--- config.mk ---
export PLATFORM = sky130hd
export DESIGN_NAME = fwa_frame_aggregator
export DESIGN_NICKNAME = d
export VERILOG_FILES = /design/src/rtl/fwa_pkg.sv /design/src/rtl/fwa_slot_clock.sv /design/src/rtl/fwa_frame_store.sv /design/src/rtl/fwa_bypass_tap.sv /design/src/rtl/fwa_frame_aggregator.sv
export SDC_FILE = /design/constraint.sdc
export NUM_CORES = 1
export LEC_CHECK = 0
export BUFFER_PORTS_ARGS = -buffer_cell sky130_fd_sc_hd__buf_4
export CAP_MARGIN = 20
export CORE_UTILIZATION = 57
export CTS_BUF_LIST = sky130_fd_sc_hd__clkbuf_4 sky130_fd_sc_hd__clkbuf_8
export DETAILED_ROUTE_END_ITERATION = 6
export GPL_TIMING_DRIVEN = 0
export PLACE_DENSITY = 0.9
export SLEW_MARGIN = 20
export SYNTH_ARGS = -nofsm -noshare
export SYNTH_HDL_FRONTEND = slang
export SYNTH_HIERARCHICAL = 1
export SYNTH_SLANG_ARGS = --single-unit
export TNS_END_PERCENT = 30
--- constraint.sdc ---
create_clock -name clk -period 7.2 [get_ports clk]
set_input_delay 1.08 -clock clk [delete_from_list [all_inputs] [get_ports clk]]
set_output_delay 1.08 -clock clk [all_outputs]
set_load 0.005 [all_outputs]
--- src/rtl/fwa_pkg.sv ---
package fwa_pkg;

    localparam int PAY_W   = 32;
    localparam int STAMP_W = 16;
    localparam int BANK_W  = 3;
    localparam int ROW_W   = 4;

    typedef logic [PAY_W-1:0]   payload_t;
    typedef logic [STAMP_W-1:0] stamp_t;
    typedef logic [BANK_W-1:0]  bank_t;
    typedef logic [ROW_W-1:0]   row_t;

    // One held packet, ready to be turned into a bank write.
    typedef struct packed {
        logic     valid;
        bank_t    bank;
        row_t     row;
        payload_t payload;
        stamp_t   stamp;
    } slot_entry_t;

    // Departure frame index wrapped onto the row space of a bank.
    function automatic row_t frame_row(input stamp_t stamp,
                                       input int     slots,
                                       input int     rows);
        int frame_idx;
        int wrapped;
        frame_idx = int'(stamp) / slots;
        wrapped   = frame_idx % rows;
        return row_t'(wrapped);
    endfunction

endpackage

--- src/rtl/fwa_slot_clock.sv ---
module fwa_slot_clock #(
    parameter int SLOTS = 3,
    localparam int PH_W = (SLOTS > 1) ? $clog2(SLOTS) : 1
) (
    input  logic            clk,
    input  logic            rst,
    output logic [PH_W-1:0] phase,
    output logic            fill_sel
);

    localparam logic [PH_W-1:0] LAST = PH_W'(SLOTS - 1);

    always_ff @(posedge clk) begin
        if (rst) begin
            phase    <= '0;
            fill_sel <= 1'b0;
        end else if (phase == LAST) begin
            phase    <= '0;
            fill_sel <= ~fill_sel;
        end else begin
            phase    <= phase + 1'b1;
        end
    end

endmodule

--- src/rtl/fwa_frame_store.sv ---
module fwa_frame_store
    import fwa_pkg::*;
#(
    parameter int SLOTS = 3,
    localparam int PH_W = (SLOTS > 1) ? $clog2(SLOTS) : 1
) (
    input  logic            clk,
    input  logic            rst,
    input  logic            fill_sel,
    input  logic [PH_W-1:0] phase,
    input  slot_entry_t     wr_entry,
    output slot_entry_t     rd_entry
);

    slot_entry_t half_q [2][SLOTS];
    slot_entry_t half_rd [2];

    for (genvar h = 0; h < 2; h++) begin : g_half
        always_ff @(posedge clk) begin
            if (rst) begin
                for (int s = 0; s < SLOTS; s++) begin
                    half_q[h][s] <= '0;
                end
            end else if (fill_sel == 1'(h)) begin
                // every slot rewrites its entry, empty slots store valid=0
                half_q[h][phase] <= wr_entry;
            end
        end
        assign half_rd[h] = half_q[h][phase];
    end

    assign rd_entry = fill_sel ? half_rd[0] : half_rd[1];

endmodule

--- src/rtl/fwa_bypass_tap.sv ---
module fwa_bypass_tap
    import fwa_pkg::*;
(
    input  logic     in_valid,
    input  logic     in_bypass,
    input  payload_t in_payload,
    input  stamp_t   in_stamp,
    output logic     capture,
    output logic     byp_valid,
    output payload_t byp_payload,
    output stamp_t   byp_stamp
);

    always_comb begin
        capture     = in_valid & ~in_bypass;
        byp_valid   = in_valid & in_bypass;
        byp_payload = in_payload;
        byp_stamp   = in_stamp;
    end

endmodule

--- src/rtl/fwa_frame_aggregator.sv ---
module fwa_frame_aggregator
    import fwa_pkg::*;
#(
    parameter int SLOTS     = 3,
    parameter int ROW_COUNT = 12,
    localparam int PH_W     = (SLOTS > 1) ? $clog2(SLOTS) : 1
) (
    input  logic                      clk,
    input  logic                      rst,
    input  logic                      in_valid,
    input  logic                      in_bypass,
    input  logic [fwa_pkg::BANK_W-1:0]  in_bank,
    input  logic [fwa_pkg::PAY_W-1:0]   in_payload,
    input  logic [fwa_pkg::STAMP_W-1:0] in_dep_slot,
    output logic                      wr_valid,
    output logic [fwa_pkg::BANK_W-1:0]  wr_bank,
    output logic [fwa_pkg::ROW_W-1:0]   wr_row,
    output logic [fwa_pkg::PAY_W-1:0]   wr_payload,
    output logic [fwa_pkg::STAMP_W-1:0] wr_stamp,
    output logic                      byp_valid,
    output logic [fwa_pkg::PAY_W-1:0]   byp_payload,
    output logic [fwa_pkg::STAMP_W-1:0] byp_stamp
);

    logic [PH_W-1:0] phase;
    logic            fill_sel;
    logic            capture;
    slot_entry_t     new_entry;
    slot_entry_t     out_entry;

    fwa_slot_clock #(.SLOTS(SLOTS)) u_clock (
        .clk      (clk),
        .rst      (rst),
        .phase    (phase),
        .fill_sel (fill_sel)
    );

    fwa_bypass_tap u_tap (
        .in_valid    (in_valid),
        .in_bypass   (in_bypass),
        .in_payload  (in_payload),
        .in_stamp    (in_dep_slot),
        .capture     (capture),
        .byp_valid   (byp_valid),
        .byp_payload (byp_payload),
        .byp_stamp   (byp_stamp)
    );

    always_comb begin
        new_entry.valid   = capture;
        new_entry.bank    = in_bank;
        new_entry.row     = frame_row(in_dep_slot, SLOTS, ROW_COUNT);
        new_entry.payload = in_payload;
        new_entry.stamp   = in_dep_slot;
    end

    fwa_frame_store #(.SLOTS(SLOTS)) u_store (
        .clk      (clk),
        .rst      (rst),
        .fill_sel (fill_sel),
        .phase    (phase),
        .wr_entry (new_entry),
        .rd_entry (out_entry)
    );

    always_comb begin
        wr_valid   = out_entry.valid;
        wr_bank    = out_entry.bank;
        wr_row     = out_entry.row;
        wr_payload = out_entry.payload;
        wr_stamp   = out_entry.stamp;
    end

endmodule

* Yosys cells after proc, flatten, opt, wreduce, memory -nomap -nowiden
Memories as Yosys holds them, arrays and structs flattened.
Index checks and enable logic that the tools add are counted.
** Storage, ports and cells
- Register bits :: 3
- Logic and storage cells :: 705
- Memories :: 1
- RAM bits :: 336
- Output and inout bits :: 105
- Input bits :: 55
** Operators by class
- Reductions and logical operators :: 2
- Mux-type cells :: 353
- Bitwise gates (word level) :: 341
- $add $sub $neg :: 1
- Equal/unequal tests :: 1
- Magnitude comparators :: 2
- Div/mod/pow operators :: 2
** Memory list
- u_store.half_q :: words 2, width 168, rd ports 2, clocked after Yosys merged registers in 0, write ports 2, RTL line fwa_frame_store.sv:15 : slot_entry_t half_q [2][SLOTS];
** Operators by type and width (number)
- $mux 1 :: 342
- $mux 168 :: 2
- $mux 56 :: 6
- $or 1x1->1 :: 336
- $bmux 56 s2 :: 2
- $demux 56 s2 :: 1
- $div 17x3->32 const B :: 1
- $mod 32x5->32 const B :: 1
- $ge 3x3->1 const B :: 1
- $lt 3x1->1 const B :: 1
- $not 2->3 :: 1
- $add 2x1->2 const B :: 1
- $and 1x1->1 :: 2
- $eq 2x2->1 const B :: 1
- $not 1->1 :: 2
- $reduce_or 2->1 :: 1
- $logic_and 1x1->1 :: 1

* Depth between registers and ports, before layout
Gate-level depths: netlist of the first run.
- Depth after elaboration :: 7
- Gate-level depth with buffers :: 31

* Cells and area by module
Netlist of the first run, hierarchy kept.
** Modules (own cells, without submodules)
- fwa_frame_store :: seq. area each 10089.7 um2, area each 15352.2 um2, times used 1, cells an instance 1112
- fwa_frame_aggregator :: seq. area each 0.0 um2, area each 3485.8 um2, times used 1, cells an instance 533
- fwa_bypass_tap :: seq. area each 0.0 um2, area each 376.6 um2, times used 1, cells an instance 50
- fwa_slot_clock :: seq. area each 60.1 um2, area each 98.8 um2, times used 1, cells an instance 9

* Worst setup path after synthesis of the first run
No wires, ideal clock.
- Path kind :: in2reg
- Start point :: input in_dep_slot[14] in the netlist's numbering
- End point :: memory u_store/half_q[0][104] in the netlist's numbering (data pin)
- Slack :: 0.076 ns
- Arrival :: 6.869 ns
- Stages :: 29
- Buffers on the path :: 5
- Cell sequence :: buf_2 -> clkbuf_1 -> ha_1 -> or3b_4 -> a21o_1 -> a31oi_1 -> nor2_1 -> a221oi_4 -> nor3_1 -> mux2_4 -> o21a_1 -> buf_6 -> a21oi_2 -> a22oi_4 -> buf_6 -> mux2i_2 -> a21boi_4 -> o211ai_4 -> xor2_1 -> a211o_1 -> buf_6 -> xor2_1 -> ha_1 -> nand2b_1 -> a311o_1 -> xor2_1 -> a221oi_2 -> nand3_1 -> and2_1
** RTL lines
- from (decl) :: RTL line fwa_frame_aggregator.sv:14 : input logic [fwa_pkg::STAMP_W-1:0] in_dep_slot,
- to (decl) :: RTL line fwa_frame_store.sv:15

==> results_dict.tcl, run 1 <==
set metrics [dict create \
    outcome "completed" \
    muxShareOfSynthArea 0.0746 \
    synth_area_leaders "edfxtp_1 52%, and2_1 11%, mux2_2 6.6%" \
    period_needed_ns 7.02 \
    syn_nets 1764 \
    antenna_found_initial 0 \
    cts_tree "done" \
    drt_iter0_markers 1494 \
    vias 15100 \
    synthXorXnorAreaFrac 0.00978 \
    synthFlopType "edfxtp_1" \
    drc 0 \
    slowest_stage "or3b_4" \
    yosys.area_share.simple 0.197 \
    drv_slew 0 \
    syn_area_per_cell_um2 11.3 \
    grt_pass1_vias 14400 \
    critPathBufInv 6 \
    synthArstFlopShare 0 \
    fin_nets 2003 \
    timing.final.crit_share 0.975 \
    r2r_slack_ns 4.77 \
    synth_fa_ha_area_frac 0.00324 \
    coreArea_mm2 0.0334 \
    path_class "in -> reg" \
    firstDrtPassIters 7 \
    grt_pass1_wl_mm 78.3 \
    hold_slack_ns 0.538 \
    drive_gt1_frac 0.302 \
    min_from "u_clock/fill_sel" \
    cts_hold_buf 0 \
    cp-start-kind "input pin" \
    htree_levels 2 \
    synth_top_family_by_area "simple AND/OR/NAND/NOR gates" \
    synth_compound_gate_area_share 0.136 \
    areaGrowthSynthToFinish_pct 16.8 \
    placed_cell_area_mm2 0.0212 \
    synth_cells 1704 \
    drtAntennaViolNets 0 \
    slowest_delay_ns 0.40 \
    ys_seq_elements 339 \
    vias_per_cell 6.23 \
    rr_endpoint "u_store/half_q[0][84]" \
    synthDistinctLibCells 106 \
    row_count 67 \
    hpwl_mm 34.3 \
    hold_path.class "reg -> reg" \
    synth.top_cell.area_share 0.522 \
    clock_latency_ns 0.57 \
    min_path_cells 2 \
    critPathTopFamily "compound AO/OA/AOI/OAI gates" \
    final_cell_mix "338 x and2_1, 336 x edfxtp_1, 240 x buf_4, 159 x nand2_1, 114 x mux2_2" \
    track_usage 0.298 \
    cts_inserted_buffers 45 \
    timing.rr.start "u_clock/phase[1]" \
    reg2reg_depth 6 \
    cts_root_buffer "clkbuf_8" \
    irDropWorstVdd_uv 136 \
    fp.dieW_um 186 \
    io_buffers 159 \
    wl_mm 52.1 \
    holdPathEnd "u_clock/fill_sel" \
    final_area_mm2 0.0226 \
    yosysSeqAreaShare 0.526 \
    max-cap-violations 0 \
    fmax_ghz 0.142 \
    end_kind "flip-flop" \
    avgRoutedWirePerCell_um 21.6 \
    grt_overflow 0 \
    synth_area_mm2 0.0193 \
    setup_violations 0 \
    routabilityCongestion 0.937 \
    hold_viol 0 \
    cp.required_ns 7.52 \
    slew_headroom 0.416 \
    synth_edf_count 336 \
    grt_max_degree 39 \
    clock_tree.buffer_depth 3 \
    die_area_mm2 0.0346 \
    synth.largest_area_cell "edfxtp_1" \
    final_common_cell "and2_1" \
    worstMarginPinSlew_ns 0.870 \
    power_density_mw_per_mm2 256 \
    io_pins 160 \
    p_leak_uw 0.00870 \
    clkTransAtPathRegs_ns 0.06 \
    crit_arrival_ns 7.34 \
    finClkSkew_ns 0.0196 \
    die_h_um 186 \
    path_common_cell "buf_6" \
    ys_warn_count 6 \
    path_max_fanout 13 \
    diodes 0 \
    cts_sinks 339 \
    start_util 0.577 \
]
==> state kept, by name (all words and copies together) (netlist names) <==
| name | cells |
|---|---|
| u_clock/fill_sel | 1 |
| u_clock/phase | 2 |
| u_store/half_q | 336 |
==> cell families (layout without fill, tap and decap cells) <==
kind of cell | count (synthesis) | count (layout)
simple gates | 692 | 692
mux | 127 | 127
xor+xnor | 20 | 20
buf+inv | 184 | 448
compound gates | 337 | 337
flops | 339 | 339
fa+ha+maj | 5 | 5
==> area by class of cell <==
cell class / count / area [um^2]
fill: 2253 / 10900
sequential: 339 / 10100
multi-input combinational: 1181 / 8470
timing repair buffer: 193 / 1540
buffer: 171 / 998
clock buffer: 62 / 747
tap: 448 / 561
inverter: 12 / 45.0
clock inverter: 10 / 42.5
==> synthesized netlist by cell type, drive strengths merged (11+ instances only) <==
cell type / number
and2: 342
edfxtp: 336
nand2: 160
mux2: 120
buf: 104
a31oi: 75
clkbuf: 68
nor2: 66
a221oi: 65
o21ai: 45
a21oi: 38
nor3: 36
nand3: 20
a211oi: 16
or2: 12
inv: 11
nand2b: 11
==> tightest hold or removal path, cell delays in order, from the launching register on <==
cell and delay (ns):
dfxtp_1 0.34, xnor2_1 0.08, nor2_1 0.08
==> timing repair <==
action                     in CTS  in global routing
buffers inserted                9                 18
resized for setup              24                 44
pin swaps                       7                 26
setup endpoints to repair      24                 24
==> layer usage <==
metal  vias up  GRT usage  share of wire  wire length, um
li1       6740          -              -                -
met1      7251      0.359           0.36            19000
met2       890      0.527           0.50            26200
met3       172     0.0382          0.087             4540
met4         0      0.138          0.045             2320
met5         -          0              0                0
==> power by group <==
part	total (uW)	switching (uW)	internal (uW)	leakage, uW
combinational	2000	1140	858	0.00475
sequential	2450	56.3	2400	0.00353
clock	1320	655	663	0.000427
==> worst max-delay path by stage <==
stage                    start                      to  slack (ns)  cells past startpoint
2_1_floorplan  in_dep_slot[14]  u_store/half_q[0][104]        0.08                     29
3_3_place_gp   in_dep_slot[14]   u_store/half_q[0][48]       -0.97                     31
3_5_place_dp   in_dep_slot[14]   u_store/half_q[0][48]       -1.17                     31
4_1_cts        in_dep_slot[14]   u_store/half_q[0][48]       0.003                     28
5_1_grt        in_dep_slot[14]  u_store/half_q[0][104]       -0.04                     30
6_report       in_dep_slot[14]   u_store/half_q[0][48]        0.18                     30
==> through the flow <==
stage / setup TNS (ns) / utilization / total power (uW) / cells / worst slack [ns]
4_1_cts: 0 / 0.663 / 5670 / 2397 / 0.00341
2_1_floorplan: 0 / - / 3660 / 1704 / 0.0760
3_3_place_gp: -14.88 / 0.630 / 4250 / 2311 / -0.970
3_5_place_dp: -19.74 / 0.634 / 4330 / 2317 / -1.17
6_report: 0 / 0.675 / 5770 / 2416 / 0.178
5_1_grt: -0.351 / 0.675 / 6000 / 2416 / -0.0389
(Power assumes the default switching activity.)
==> inputs of run 2 (changes only) <==
CORE_UTILIZATION = 55   (was 57)
PLACE_DENSITY = 0.87   (was 0.9)
==> run 2 against run 1 <==
Fmax decreased by 0.52%. Sequential share of layout area decreased by 0.17 points. Cell count increased by 0.50%. Flip-flop and latch count unchanged. Sequential power about the same. Worst setup slack got worse by 0.037 ns. Clock-buffer cell count increased by 3. Hold slack improved by 0.012 ns.
==> results_dict.tcl, run 2 (synthesis gave the netlist of run 1 again) <==
set metrics [dict create \
    slowest_delay_ns 0.37 \
    firstDrtPassIters 5 \
    worstMarginPinSlew_ns 0.859 \
    path_max_fanout 13 \
    period_needed_ns 7.06 \
    drive_gt1_frac 0.302 \
    largest_register_ffs 336 \
    drtAntennaViolNets 0 \
    grt_overflow 0 \
    use_met3 0.0319 \
    htree_levels 2 \
    drt_iter0_markers 1573 \
    multi_input_area_mm2 0.00844 \
    cts_inserted_buffers 46 \
    final_common_cell "and2_1" \
    fin_nets 1997 \
    outcome "completed" \
    finalWorstSetupSlack_ns 0.142 \
    grt_pass1_wl_mm 77.6 \
    clkTransAtPathRegs_ns 0.07 \
    regMostFlops "u_store/half_q" \
    cts_root_buffer "clkbuf_8" \
    final_area_mm2 0.0226 \
    avgRoutedWirePerCell_um 21.1 \
    vias 14900 \
    clock_tree.buffer_depth 3 \
    cp.required_ns 7.54 \
    cts_hold_buf 0 \
    use_met2 0.496 \
    diodes 0 \
    grt_pass1_vias 14400 \
    cp-start-kind "input pin" \
    wl_mm 51.3 \
    fin_util 0.656 \
    vias_per_cell 6.14 \
    pre_cts_slack_ns -1.11 \
    hold_path.class "reg -> reg" \
    die_area_mm2 0.0359 \
    drc 0 \
    power_density_mw_per_mm2 259 \
    cts_sinks 339 \
    irDropWorstVdd_uv 153 \
    cts_tree "done" \
    biggestRegsByFlops "u_store/half_q x336, u_clock/phase x2, u_clock/fill_sel x1" \
    areaGrowthSynthToFinish_pct 17.3 \
    row_count 68 \
    slowest_stage "mux2_4" \
    slew_headroom 0.424 \
    antenna_found_initial 0 \
    timing.final.crit_share 0.980 \
    die_h_um 189 \
    clock_latency_ns 0.58 \
    io_pins 160 \
    p_leak_uw 0.00874 \
    routabilityCongestion 0.930 \
    nFillCells 2503 \
    path_common_cell "buf_6" \
    placed_cell_area_mm2 0.0212 \
    start_util 0.559 \
    coreArea_mm2 0.0345 \
    grt-busiest-layer "met2" \
    hpwl_mm 34.0 \
    grt_max_degree 42 \
    seq_area_mm2 0.0101 \
    finClkSkew_ns 0.0244 \
    setup_violations 0 \
    fp.dieW_um 189 \
    path_class "in -> reg" \
    end_kind "flip-flop" \
    crit_arrival_ns 7.39 \
    p_total_uw 5870 \
    hold_viol 0 \
    final_cell_mix "341 x and2_1, 336 x edfxtp_1, 233 x buf_4, 159 x nand2_1, 114 x mux2_2" \
    gr-usage-met1 0.347 \
    drv_slew 0 \
    track_usage 0.280 \
    io_buffers 159 \
    max-cap-violations 0 \
    fmax_ghz 0.142 \
]
## run 2: critical path: cells and delay by family
| kind | cells | cell delay (ns) |
|---|---|---|
| AND/OR/NAND/NOR | 7 | 1.25 |
| XOR/XNOR | 3 | 0.42 |
| buffers and inverters | 8 | 1.22 |
| adder cells (fa/ha/maj) | 2 | 0.51 |
| multiplexers | 3 | 1.02 |
| AO/OA/AOI/OAI | 9 | 1.86 |
## run 2: worst paths after layout
check | endpoint | cells past startpoint | slack [ns] | startpoint
min reg2reg | u_clock/fill_sel | 2 | 0.55 | u_clock/fill_sel
max | u_store/half_q[1][104] | 32 | 0.14 | in_dep_slot[14]
max reg2reg | u_store/half_q[0][10] | 6 | 4.83 | u_clock/phase[1]
min | u_clock/fill_sel | 2 | 0.55 | u_clock/fill_sel
## run 2: where the power goes
part | leakage, uW | switching [uW] | total (uW) | internal (uW)
Sequential | 0.00353 | 52.9 | 2450 | 2400
Clock | 0.000504 | 686 | 1460 | 772
Combinational | 0.00471 | 1120 | 1970 | 849
## run 2: timing repair
item	4_1_cts	5_1_grt
resized for setup	14	45
setup endpoints to repair	24	24
pin swaps	6	20
hold endpoints to repair	0	0
buffers inserted	3	17
gates cloned	0	1
## run 2: routing by layer
layer / up-vias / wire length [um]
met4: 0 / 1920
li1: 6721 / -
met2: 780 / 26000
met5: - / 0
met1: 7277 / 19300
met3: 135 / 4130
## run 2: area by class of cell
cell class | count | area share
flip-flops and latches | 339 | 0.448
multi-input cells | 1181 | 0.372
repair buffers | 186 | 0.0671
plain buffers | 171 | 0.0440
clock buffers | 65 | 0.0362
well taps | 455 | 0.0251
clock inverters | 19 | 0.00492
inverters | 12 | 0.00199
## run 2: through the flow
stage	hold WS, ns	std cells	setup TNS (ns)
after floorplan	0.479	1704	0
after global placement	0.500	2318	-14.85
after detailed placement	0.529	2324	-20.80
after CTS	0.549	2410	0
after global routing	0.564	2428	-0.525
final	0.550	2428	0
